### src/rtl/rsc_pkg.sv
package rsc_pkg;

  typedef enum logic [1:0] {
    ST_HOLD  = 2'd0,
    ST_RUN   = 2'd1,
    ST_SLEEP = 2'd2
  } seqState_t;

  // one-hot strobes from sequencer to flag datapath
  typedef struct packed {
    logic evtExtRun;
    logic evtExtSleep;
    logic evtWdtRun;
    logic evtWdtSleep;
    logic evtSleep;
    logic evtClear;
  } evtStrobe_t;

  localparam int STATUS_W = 8;
  localparam int TO_BIT   = 4;
  localparam int PD_BIT   = 3;
  localparam int CAUSE_W  = 3;

  localparam logic [CAUSE_W-1:0] CAUSE_NONE      = 3'd0;
  localparam logic [CAUSE_W-1:0] CAUSE_POR       = 3'd1;
  localparam logic [CAUSE_W-1:0] CAUSE_EXT_RUN   = 3'd2;
  localparam logic [CAUSE_W-1:0] CAUSE_EXT_SLEEP = 3'd3;
  localparam logic [CAUSE_W-1:0] CAUSE_WDT_RUN   = 3'd4;
  localparam logic [CAUSE_W-1:0] CAUSE_WDT_SLEEP = 3'd5;

endpackage

### src/rtl/rsc_seq.sv
module rsc_seq
  import rsc_pkg::*;
#(
  parameter int HOLD_TICKS = 18
) (
  input  logic       clk,
  input  logic       porActive,
  input  logic       extRstN,
  input  logic       wdtExpire,
  input  logic       sleepCmd,
  input  logic       wdtClearCmd,
  input  logic       tick,
  output evtStrobe_t evt,
  output logic       coreRst,
  output logic       coreRun,
  output logic       asleep
);

  localparam int CNT_W = $clog2(HOLD_TICKS + 1);
  localparam logic [CNT_W-1:0] LAST_CNT = CNT_W'(HOLD_TICKS - 1);

  seqState_t        state, nextState;
  logic [CNT_W-1:0] holdCnt, nextCnt;

  always_comb begin
    evt       = '0;
    nextState = state;
    nextCnt   = holdCnt;
    if (!extRstN) begin
      // external reset outranks every other event
      evt.evtExtRun   = (state == ST_RUN);
      evt.evtExtSleep = (state == ST_SLEEP);
      nextState = ST_HOLD;
      nextCnt   = '0;
    end else if (wdtExpire && state != ST_HOLD) begin
      evt.evtWdtRun   = (state == ST_RUN);
      evt.evtWdtSleep = (state == ST_SLEEP);
      nextState = ST_HOLD;
      nextCnt   = '0;
    end else begin
      unique case (state)
        ST_HOLD: begin
          if (tick) begin
            if (holdCnt == LAST_CNT) begin
              nextState = ST_RUN;
              nextCnt   = '0;
            end else begin
              nextCnt = holdCnt + 1'b1;
            end
          end
        end
        ST_RUN: begin
          if (sleepCmd) begin
            evt.evtSleep = 1'b1;
            nextState    = ST_SLEEP;
          end else if (wdtClearCmd) begin
            evt.evtClear = 1'b1;
          end
        end
        ST_SLEEP: ;
        default: nextState = ST_HOLD;
      endcase
    end
  end

  always_ff @(posedge clk or posedge porActive) begin
    if (porActive) begin
      state   <= ST_HOLD;
      holdCnt <= '0;
    end else begin
      state   <= nextState;
      holdCnt <= nextCnt;
    end
  end

  assign coreRst = (state == ST_HOLD);
  assign coreRun = (state == ST_RUN);
  assign asleep  = (state == ST_SLEEP);

  // a low reset pin always lands in the reset hold
  p_ext_enters_hold_r5: assert property (@(posedge clk) disable iff (porActive)
    !extRstN |=> coreRst);

  // leaving the hold needs a qualified tick
  p_release_needs_tick_r2: assert property (@(posedge clk) disable iff (porActive)
    $fell(coreRst) |-> ($past(tick) && $past(extRstN)));

  // sleep drops the run output
  p_sleep_stops_run_r4: assert property (@(posedge clk) disable iff (porActive)
    (coreRun && sleepCmd && extRstN && !wdtExpire) |=> (asleep && !coreRun));

  // watchdog wakes a sleeping device into the hold
  p_wdt_wakes_r8: assert property (@(posedge clk) disable iff (porActive)
    (asleep && wdtExpire && extRstN) |=> coreRst);

endmodule

### src/rtl/rsc_flags.sv
module rsc_flags
  import rsc_pkg::*;
(
  input  logic                clk,
  input  logic                porActive,
  input  evtStrobe_t          evt,
  input  logic                coreRst,
  output logic [STATUS_W-1:0] statusView,
  output logic [CAUSE_W-1:0]  resetCause,
  output logic                wdtClearOut
);

  logic               flagTo, flagPd;
  logic [CAUSE_W-1:0] causeQ;

  always_ff @(posedge clk or posedge porActive) begin
    if (porActive) begin
      flagTo      <= 1'b1;
      flagPd      <= 1'b1;
      causeQ      <= CAUSE_POR;
      wdtClearOut <= 1'b0;
    end else begin
      wdtClearOut <= evt.evtSleep | evt.evtClear;
      if (evt.evtExtRun) begin
        causeQ <= CAUSE_EXT_RUN;
      end else if (evt.evtExtSleep) begin
        flagTo <= 1'b1;
        flagPd <= 1'b0;
        causeQ <= CAUSE_EXT_SLEEP;
      end else if (evt.evtWdtRun) begin
        flagTo <= 1'b0;
        flagPd <= 1'b1;
        causeQ <= CAUSE_WDT_RUN;
      end else if (evt.evtWdtSleep) begin
        flagTo <= 1'b0;
        flagPd <= 1'b0;
        causeQ <= CAUSE_WDT_SLEEP;
      end else if (evt.evtSleep) begin
        flagTo <= 1'b1;
        flagPd <= 1'b0;
      end else if (evt.evtClear) begin
        flagTo <= 1'b1;
        flagPd <= 1'b1;
      end
    end
  end

  for (genvar b = 0; b < STATUS_W; b++) begin : g_status
    if (b == TO_BIT) begin : g_to
      assign statusView[b] = flagTo;
    end else if (b == PD_BIT) begin : g_pd
      assign statusView[b] = flagPd;
    end else begin : g_zero
      assign statusView[b] = 1'b0;
    end
  end

  assign resetCause = coreRst ? CAUSE_NONE : causeQ;

  // clear command sets both flags
  p_clear_sets_r3: assert property (@(posedge clk) disable iff (porActive)
    evt.evtClear |=> (flagTo && flagPd));

  // sleep entry flag pattern
  p_sleep_flags_r4: assert property (@(posedge clk) disable iff (porActive)
    evt.evtSleep |=> (flagTo && !flagPd));

  // external reset in run keeps the flags
  p_ext_run_keeps_r5: assert property (@(posedge clk) disable iff (porActive)
    evt.evtExtRun |=> ($stable(flagTo) && $stable(flagPd)));

  // watchdog in sleep clears both flags
  p_wdt_sleep_r8: assert property (@(posedge clk) disable iff (porActive)
    evt.evtWdtSleep |=> (!flagTo && !flagPd));

  // at most one event per cycle
  p_one_event_r9: assert property (@(posedge clk) disable iff (porActive)
    $onehot0(evt));

endmodule

### src/rtl/rst_sleep_ctrl.sv
module rst_sleep_ctrl
  import rsc_pkg::*;
#(
  parameter int HOLD_TICKS = 18
) (
  input  logic                clk,
  input  logic                porActive,
  input  logic                extRstN,
  input  logic                wdtExpire,
  input  logic                sleepCmd,
  input  logic                wdtClearCmd,
  input  logic                tick,
  output logic                coreRst,
  output logic                coreRun,
  output logic                asleep,
  output logic                wdtClearOut,
  output logic [STATUS_W-1:0] statusView,
  output logic [CAUSE_W-1:0]  resetCause
);

  evtStrobe_t evt;

  rsc_seq #(.HOLD_TICKS(HOLD_TICKS)) u_seq (
    .clk(clk), .porActive(porActive), .extRstN(extRstN),
    .wdtExpire(wdtExpire), .sleepCmd(sleepCmd), .wdtClearCmd(wdtClearCmd),
    .tick(tick), .evt(evt), .coreRst(coreRst), .coreRun(coreRun),
    .asleep(asleep)
  );

  rsc_flags u_flags (
    .clk(clk), .porActive(porActive), .evt(evt), .coreRst(coreRst),
    .statusView(statusView), .resetCause(resetCause),
    .wdtClearOut(wdtClearOut)
  );

endmodule

### config.mk
export PLATFORM = sky130hd
export DESIGN_NAME = rst_sleep_ctrl
export DESIGN_NICKNAME = d
export VERILOG_FILES = /design/src/rtl/rsc_pkg.sv /design/src/rtl/rsc_seq.sv /design/src/rtl/rsc_flags.sv /design/src/rtl/rst_sleep_ctrl.sv
export SDC_FILE = /design/constraint.sdc
export NUM_CORES = 1
export LEC_CHECK = 0
export CAP_MARGIN = 20
export CELL_PAD_IN_SITES_DETAIL_PLACEMENT = 0
export CELL_PAD_IN_SITES_GLOBAL_PLACEMENT = 1
export CORE_AREA = 2 2 52 54
export DETAILED_ROUTE_END_ITERATION = 8
export DIE_AREA = 0 0 54 56
export HOLD_SLACK_MARGIN = 0.12
export PLACE_DENSITY_LB_ADDON = 0.1
export SLEW_MARGIN = 20
export SYNTH_ARGS = -nofsm -noshare
export SYNTH_HDL_FRONTEND = slang
export SYNTH_HIERARCHICAL = 1
export SYNTH_SLANG_ARGS = --single-unit
### constraint.sdc
create_clock -name clk -period 1.8 [get_ports clk]
set_clock_uncertainty 0.05 [all_clocks]
set_input_delay 0.36 -clock clk [delete_from_list [all_inputs] [get_ports clk]]
set_output_delay 0.36 -clock clk [all_outputs]
set_load 0.03 [all_outputs]
# Word level (Yosys, flattened, before mapping)
# Index checks and enable logic that the tools add are counted.
# totals
out_inout_bits	15
latchBits	0
inputBits	7
romBits	0
mem_count	0
mem_bits_rw	0
ff_bits	13
# op_classes
eq_ne	9
n_div	0
bitwise	2
multipliers	0
n_mux	33
n_reduce_logical	8
add_sub_neg	1
order_cmp	0
n_shift	0
# op_table
op	count
5-bit 2-to-1 mux	5
2-bit 2-to-1 mux	9
3-bit 2-to-1 mux	5
1-bit 2-to-1 mux	12
4-bit != test, second input constant	2
3-bit by 1-bit != test with 1-bit output, second input constant	2
2-bit case mux with 3 select lines	1
5-bit by 1-bit adder with 5-bit output, second input constant	1
5-bit == test, second input constant	1
5-bit nonzero test	1
4-bit 2-to-1 mux	1
4-bit by 3-bit != test with 1-bit output, second input constant	1
2-bit AND reduction	2
4-bit AND reduction	1
4-bit nonzero test	1
3-bit by 2-bit != test with 1-bit output, second input constant	1
2-bit by 1-bit == test with 1-bit output, second input constant	1
2-bit == test, second input constant	1
2-bit logical NOT	1
2-bit nonzero test	1
1-bit logical AND	1
1-bit NOT	1
1-bit bitwise OR	1

# Logic depth before layout (Yosys ltp)
# Gate-level depths: netlist of the first run.
# logic_depth
ltp_word	10
ltp_mapped	6
depth_no_buf	6

# Modules after synthesis
# Netlist of the first run, hierarchy kept.
# modules_own_cells
module	cells_per_inst	n_inst	area_each_um2
rsc_seq	53	1	454.2
rsc_flags	36	1	344.1

# Least setup slack after synthesis of the first run
# No wires, ideal clock.
# synth_timing
kind	reg2reg
start	register u_seq.state[1]
end	register u_flags.flagPd
path_slack_ns	0.102
setup_ns	0.089
path_stages_with_launch	7
path_buffers	0
t_arrival_ns	1.559
cell_sequence	dfrtp_1 > or2b_1 > inv_1 > and4b_1 > nor3b_1 > nor2_1 > o32ai_2
# synth_rtl
element	line_no	source
from (decl)	rsc_seq.sv:22	seqState_t state, nextState;
from (signal assigned)	rsc_seq.sv:71	state <= nextState;
to (signal assigned)	rsc_flags.sv:19	flagPd <= 1'b1;
to (signal assigned)	rsc_flags.sv:28	flagPd <= 1'b0;
to (signal assigned)	rsc_flags.sv:32	flagPd <= 1'b1;
to (decl)	rsc_flags.sv:13	logic flagTo, flagPd;

# Worst setup path after layout of the first run
# layout_timing
start	register u_seq.state[1]
end	output port coreRun
# layout_between
elab_chain_cells	1
# layout_rtl
element	line_no	source
2-bit by 1-bit == test with 1-bit output	rsc_seq.sv:77	assign coreRun = (state == ST_RUN);
to (decl)	rst_sleep_ctrl.sv:14	output logic coreRun,
# No other way between the ends.

==> results of run 1 <==
## flip-flops by register name, indices dropped and copies added (netlist names)
signal and cells:
u_flags/causeQ 3, u_flags/flagPd 1, u_flags/wdtClearOut 1, u_flags/flagTo 1, u_seq/holdCnt 5, u_seq/state 2
## cell type report
class	count	area (um^2)
timing repair buffer	29	231
fill	254	1390
inverter	8	30.0
multi-input combinational	63	393
clock buffer	4	26.3
tap	30	37.5
sequential	13	329
## critical path, cell delays in order (launching register included)
cell	delay, ns
dfrtp_1	0.38
buf_4	0.14
or2b_4	0.26
inv_2	0.07
buf_4	0.15
## power by group through the flow
| stage | combinational [mW] | sequential [mW] | clock (mW) |
|---|---|---|---|
| 2_1_floorplan | 0.0893 | 0.330 | 0 |
| 3_3_place_gp | 0.111 | 0.333 | 0 |
| 3_5_place_dp | 0.111 | 0.333 | 0 |
| 4_1_cts | 0.107 | 0.327 | 0.191 |
| 5_1_grt | 0.117 | 0.330 | 0.209 |
| 6_report | 0.106 | 0.327 | 0.184 |
## cells in the final DEF (no fill, tap or decap), types with 3 or more instances in the layout
master	synthesis	routed
clkbuf_2	0	3
a21oi_1	6	6
nor2b_1	5	5
dlygate4sd2_1	0	3
nand3_1	4	4
conb_1	1	6
dfrtp_1	10	10
nor2_1	7	7
dfstp_2	3	3
clkbuf_4	0	3
nor3_1	3	3
inv_1	8	7
nand2_1	5	5
clkdlybuf4s50_1	0	7
buf_4	8	16
## worst paths after layout
path / slack (ns) / end / from
min in group clk: 0.43 / u_flags/flagPd / u_flags/flagPd
worst min-delay path: 0.28 / u_flags/wdtClearOut / porActive
worst max-delay path: 0.1 / coreRun / u_seq/state[1]
worst max register to register: 0.11 / u_seq/holdCnt[3] / u_seq/state[0]
max in group asynchronous: 1.17 / u_flags/flagPd / porActive
worst min register to register: 0.43 / u_flags/flagPd / u_flags/flagPd
## what timing repair did
action / in CTS / in global routing
buffers inserted: 0 / 1
pin swaps: 0 / 1
resized for setup: 6 / 8
endpoints found under the setup margin: 6 / 5
## metrics by stage
stage / setup TNS (ns) / setup WS [ns]
2_1_floorplan: 0 / 0.102
3_3_place_gp: -0.466 / -0.138
3_5_place_dp: -0.607 / -0.172
4_1_cts: 0 / 0.0255
5_1_grt: 0 / 0.00502
6_report: 0 / 0.0997
## cell families (layout without fill, tap and decap cells)
logic type	Yosys count	in the layout	synth area share, %
compound gates	18	18	16.0
fa+ha+maj	2	2	3.13
buf+inv	18	41	12.4
flops	13	13	41.2
other cells	1	6	0.470
simple gates	37	37	26.8
## routing by layer
| layer | share of wire, % | vias to the layer above |
|---|---|---|
| li1 | - | 353 |
| met1 | 52 | 313 |
| met2 | 43 | 17 |
| met3 | 4.0 | 2 |
| met4 | 0.90 | 0 |
| met5 | 0 | - |
==> results.py, run 1 <==
metrics = {
    "run_status": {
        "status": "completed",
    },
    "sta": {
        "hold_violations": 0,
        "worst_slew_pin_slew_ns": 0.572,
        "setup_viol": 0,
        "slew_viol_final": 0,
        "period_minus_slack_ns": 1.70,
        "relSlewSlack_pct": 61.4,
        "rsz0062_at_grt": "false",
        "hold-worst-slack_ns": 0.279,
        "fmax_mhz": 588,
        "period_share_pct": 94.5,
    },
    "layout": {
        "layout.nets": 127,
        "final_util_pct": 43.1,
        "layoutNonFillerInstCount": 147,
        "area_delta_synth_final_pct": 31.2,
        "final_layout_size_suffix_gt1_share_pct": 23.9,
        "design_area_um2": 1050,
        "antenna_cells": 0,
    },
    "power_and_ir_drop": {
        "power_leakage_nw": 0.501,
        "switchingPower_mw": 0.171,
        "p_per_area_nw_per_um2": 588,
        "sw_frac_of_total_pct": 27.7,
        "p_comb_share_pct": 17.2,
        "pwr-share-clk_pct": 29.8,
        "p_int_mw": 0.445,
        "max-vdd-ir-drop_mv": 0.286,
        "finalPower_mw": 0.616,
        "power_frac_seq_pct": 53.0,
    },
    "place": {
        "place_area_um2": 1030,
        "globalplace.congestion": 0.741,
        "portBuffers": 15,
        "dpl.hpwl_um": 1340,
        "dp_cells": 142,
    },
    "synthesis": {
        "synth_top_cell_by_area": "dfrtp_1",
        "synth_cell_type_count": 35,
        "synth.cell_area_um2": 798,
        "yosysWarnings": 6,
        "synth-edff-count": 0,
        "yosysSeqAreaShare_pct": 41.2,
        "synth_common_cells": "10 x dfrtp_1, 8 x buf_4, 8 x inv_1",
        "netlist.area_leader.share_pct": 31.3,
        "ys_top_cells_by_area": "dfrtp_1 31%, dfstp_2 9.9%, buf_4 7.5%, nor2b_1 3.9%, a21oi_1 3.8%",
        "syn_inst": 89,
        "async_reset_ff_share_pct": 100,
        "syn_area_per_cell_um2": 8.97,
        "ys.flop_type": "dfrtp_1",
        "ys_ff_latch": 13,
        "yosysMostFrequentCell": "dfrtp_1",
    },
    "cts": {
        "worstSkewPairLatency_ns": 0.27,
        "htreeDepth": 1,
        "cts_root_buf": "clkbuf_4",
        "hold_buffers": 0,
        "cts_tree": "built",
        "cts_buffers": 3,
        "clk_pin_slew_ns": 0.09,
        "clockBufferDepth": 2,
        "clock-sinks": 13,
    },
    "route": {
        "ant_nets": 0,
        "drc": 0,
        "wl_um": 1660,
        "vias": 685,
        "drt-initial-drc-count": 10,
        "viasPerCell": 4.66,
        "drt_first_pass_iters": 4,
        "routedWlPerCell_um": 11.3,
    },
    "global_routing": {
        "grt_pass1_vias": 654,
        "grt_max_degree": 10,
        "antenna_found_initial": 0,
        "grt_busiest_layer": "met1",
        "track_usage_pct": 12.9,
        "grt_first_pass_wirelength_um": 2910,
        "globalRoute.totalOverflow": 0,
        "met1_usage_pct": 19.9,
        "use_met3_pct": 2.42,
        "use_met2_pct": 17.6,
    },
    "setup_path": {
        "required_ns": 1.39,
        "path_class": "reg -> out",
        "arrival_ns": 1.29,
        "start_kind": "flip-flop",
        "end_kind": "output port",
        "path_max_fanout": 4,
        "reg2reg_depth": 4,
    },
    "die": {
        "dieArea_um2": 3020,
        "core_um2": 2430,
        "io_pins": 22,
        "core.rowCount": 18,
        "die_w_um": 54,
        "initial_core_util_pct": 32.8,
        "die-height_um": 56,
    },
    "run": {
        "max_cap_viol_count": 0,
    },
    "hold_path": {
        "hold_class": "in -> async",
    },
}
Note: power is estimated with default switching activity, not from simulation.
==> inputs of run 2 (changes only) <==
--- a/config.mk
+++ b/config.mk
@@ -13,6 +13,7 @@
 export DIE_AREA = 0 0 54 56
 export HOLD_SLACK_MARGIN = 0.12
 export PLACE_DENSITY_LB_ADDON = 0.1
+export SKIP_CTS_REPAIR_TIMING = 1
 export SLEW_MARGIN = 20
 export SYNTH_ARGS = -nofsm -noshare
 export SYNTH_HDL_FRONTEND = slang
==> run 2 against run 1 <==
Largest cell class unchanged. Wire length rose by 0.78%. Non-clock buffer count did not move. Total power up 0.63%.
==> results.py, run 2 (synthesis gave the netlist of run 1 again) <==
metrics = {
    "layout": {
        "top_regs": "u_seq/holdCnt: 5 flops, u_flags/causeQ: 3 flops, u_seq/state: 2 flops",
        "final_layout_size_suffix_gt1_share_pct": 21.4,
        "final_util_pct": 44.4,
        "layoutNonFillerInstCount": 147,
        "regArea_um2": 329,
        "area_delta_synth_final_pct": 35.4,
        "mostFrequentLayoutCell": "buf_4",
        "largest_reg_flops": 5,
        "layout.nets": 127,
        "layout_common_cells": "16 x buf_4, 10 x dfrtp_1, 7 x clkdlybuf4s50_1, 7 x nor2_1, 7 x inv_1",
        "antenna_cells": 0,
        "multi_input_area_um2": 393,
        "design_area_um2": 1080,
        "nFillCells": 248,
        "regMostFlops": "u_seq/holdCnt",
    },
    "setup_path": {
        "regToRegStartpoint": "u_seq/state[0]",
        "end_kind": "output port",
        "path_max_fanout": 4,
        "start_kind": "flip-flop",
        "required_ns": 1.39,
        "crit_path_start": "u_seq/state[1]",
        "reg2reg_slack_ns": 0.11,
        "arrival_ns": 1.29,
        "path_class": "reg -> out",
    },
    "power_and_ir_drop": {
        "max-vdd-ir-drop_mv": 0.286,
        "finalPower_mw": 0.620,
        "power_leakage_nw": 0.585,
        "p_per_area_nw_per_um2": 574,
    },
    "sta": {
        "hold-worst-slack_ns": 0.279,
        "fin_tns_setup_ns": 0,
        "slew_viol_final": 0,
        "period_share_pct": 94.4,
        "period_minus_slack_ns": 1.70,
        "setup_viol": 0,
        "rsz0062_at_grt": "false",
        "fmax_mhz": 588,
        "hold_violations": 0,
        "relSlewSlack_pct": 61.4,
        "layout_setup_ws_ns": 0.100,
        "worst_slew_pin_slew_ns": 0.572,
    },
    "route": {
        "wl_um": 1680,
        "routedWlPerCell_um": 11.4,
        "drt_first_pass_iters": 4,
        "viasPerCell": 4.69,
        "vias": 690,
        "drc": 0,
        "ant_nets": 0,
        "drt-initial-drc-count": 12,
    },
    "cts": {
        "cts_tree": "built",
        "clk_pin_slew_ns": 0.09,
        "cts_root_buf": "clkbuf_4",
        "cts_buffers": 3,
        "clockBufferDepth": 2,
        "clock-sinks": 13,
        "worstSkewPairLatency_ns": 0.27,
        "htreeDepth": 1,
    },
    "place": {
        "dpl.hpwl_um": 1340,
        "pre_cts_ws_ns": -0.172,
        "dp_cells": 142,
        "place_area_um2": 1030,
        "portBuffers": 15,
        "globalplace.congestion": 0.741,
    },
    "die": {
        "dieArea_um2": 3020,
        "core.rowCount": 18,
        "io_pins": 22,
        "initial_core_util_pct": 32.8,
        "die-height_um": 56,
        "core_um2": 2430,
        "die_w_um": 54,
    },
    "global_routing": {
        "globalRoute.totalOverflow": 0,
        "antenna_found_initial": 0,
        "grt_max_degree": 10,
        "grt_pass1_vias": 654,
        "grt_first_pass_wirelength_um": 2910,
        "track_usage_pct": 12.9,
    },
    "run_status": {
        "status": "completed",
    },
    "run": {
        "max_cap_viol_count": 0,
    },
    "hold_path": {
        "hold_class": "in -> async",
    },
}
## run 2: changes by cell type in the layout (fill, tap and decap cells not counted), sizes merged
cell | previous run | this run
clkbuf | 7 | 4
dlygate4sd2 | 3 | 0
dlymetal6s2s | 0 | 6
## run 2: worst paths after layout
check,end,depth (start not counted)
min,u_flags/wdtClearOut,2
min in group clk,u_flags/flagPd,2
max in group asynchronous,u_flags/flagPd,2
max reg2reg,u_seq/holdCnt[3],4
max,coreRun,4
min reg2reg,u_flags/flagPd,2
## run 2: cell type report
class,count,area share [%]
Inverter,8,2.78
Multi-Input combinational cell,63,36.3
Timing Repair Buffer,29,24.5
Clock buffer,4,2.43
Sequential cell,13,30.4
Tap cell,30,3.47
## run 2: per-layer routing
metal | routed length [um] | GRT usage [%]
met4 | 15 | 4.29
met1 | 863 | 19.9
met5 | 0 | 0
met3 | 74 | 2.42
met2 | 722 | 17.6
## run 2: critical path: stages, from the launching register on
cell     delay [ns]
dfrtp_1        0.38
buf_4          0.14
or2b_4         0.26
inv_2          0.07
buf_4          0.15
## run 2: power breakdown
part | switching [mW] | leakage [nW] | internal, mW
combinational | 0.0621 | 0.404 | 0.0472
clock | 0.0984 | 0.0150 | 0.0856
sequential | 0.0109 | 0.166 | 0.316
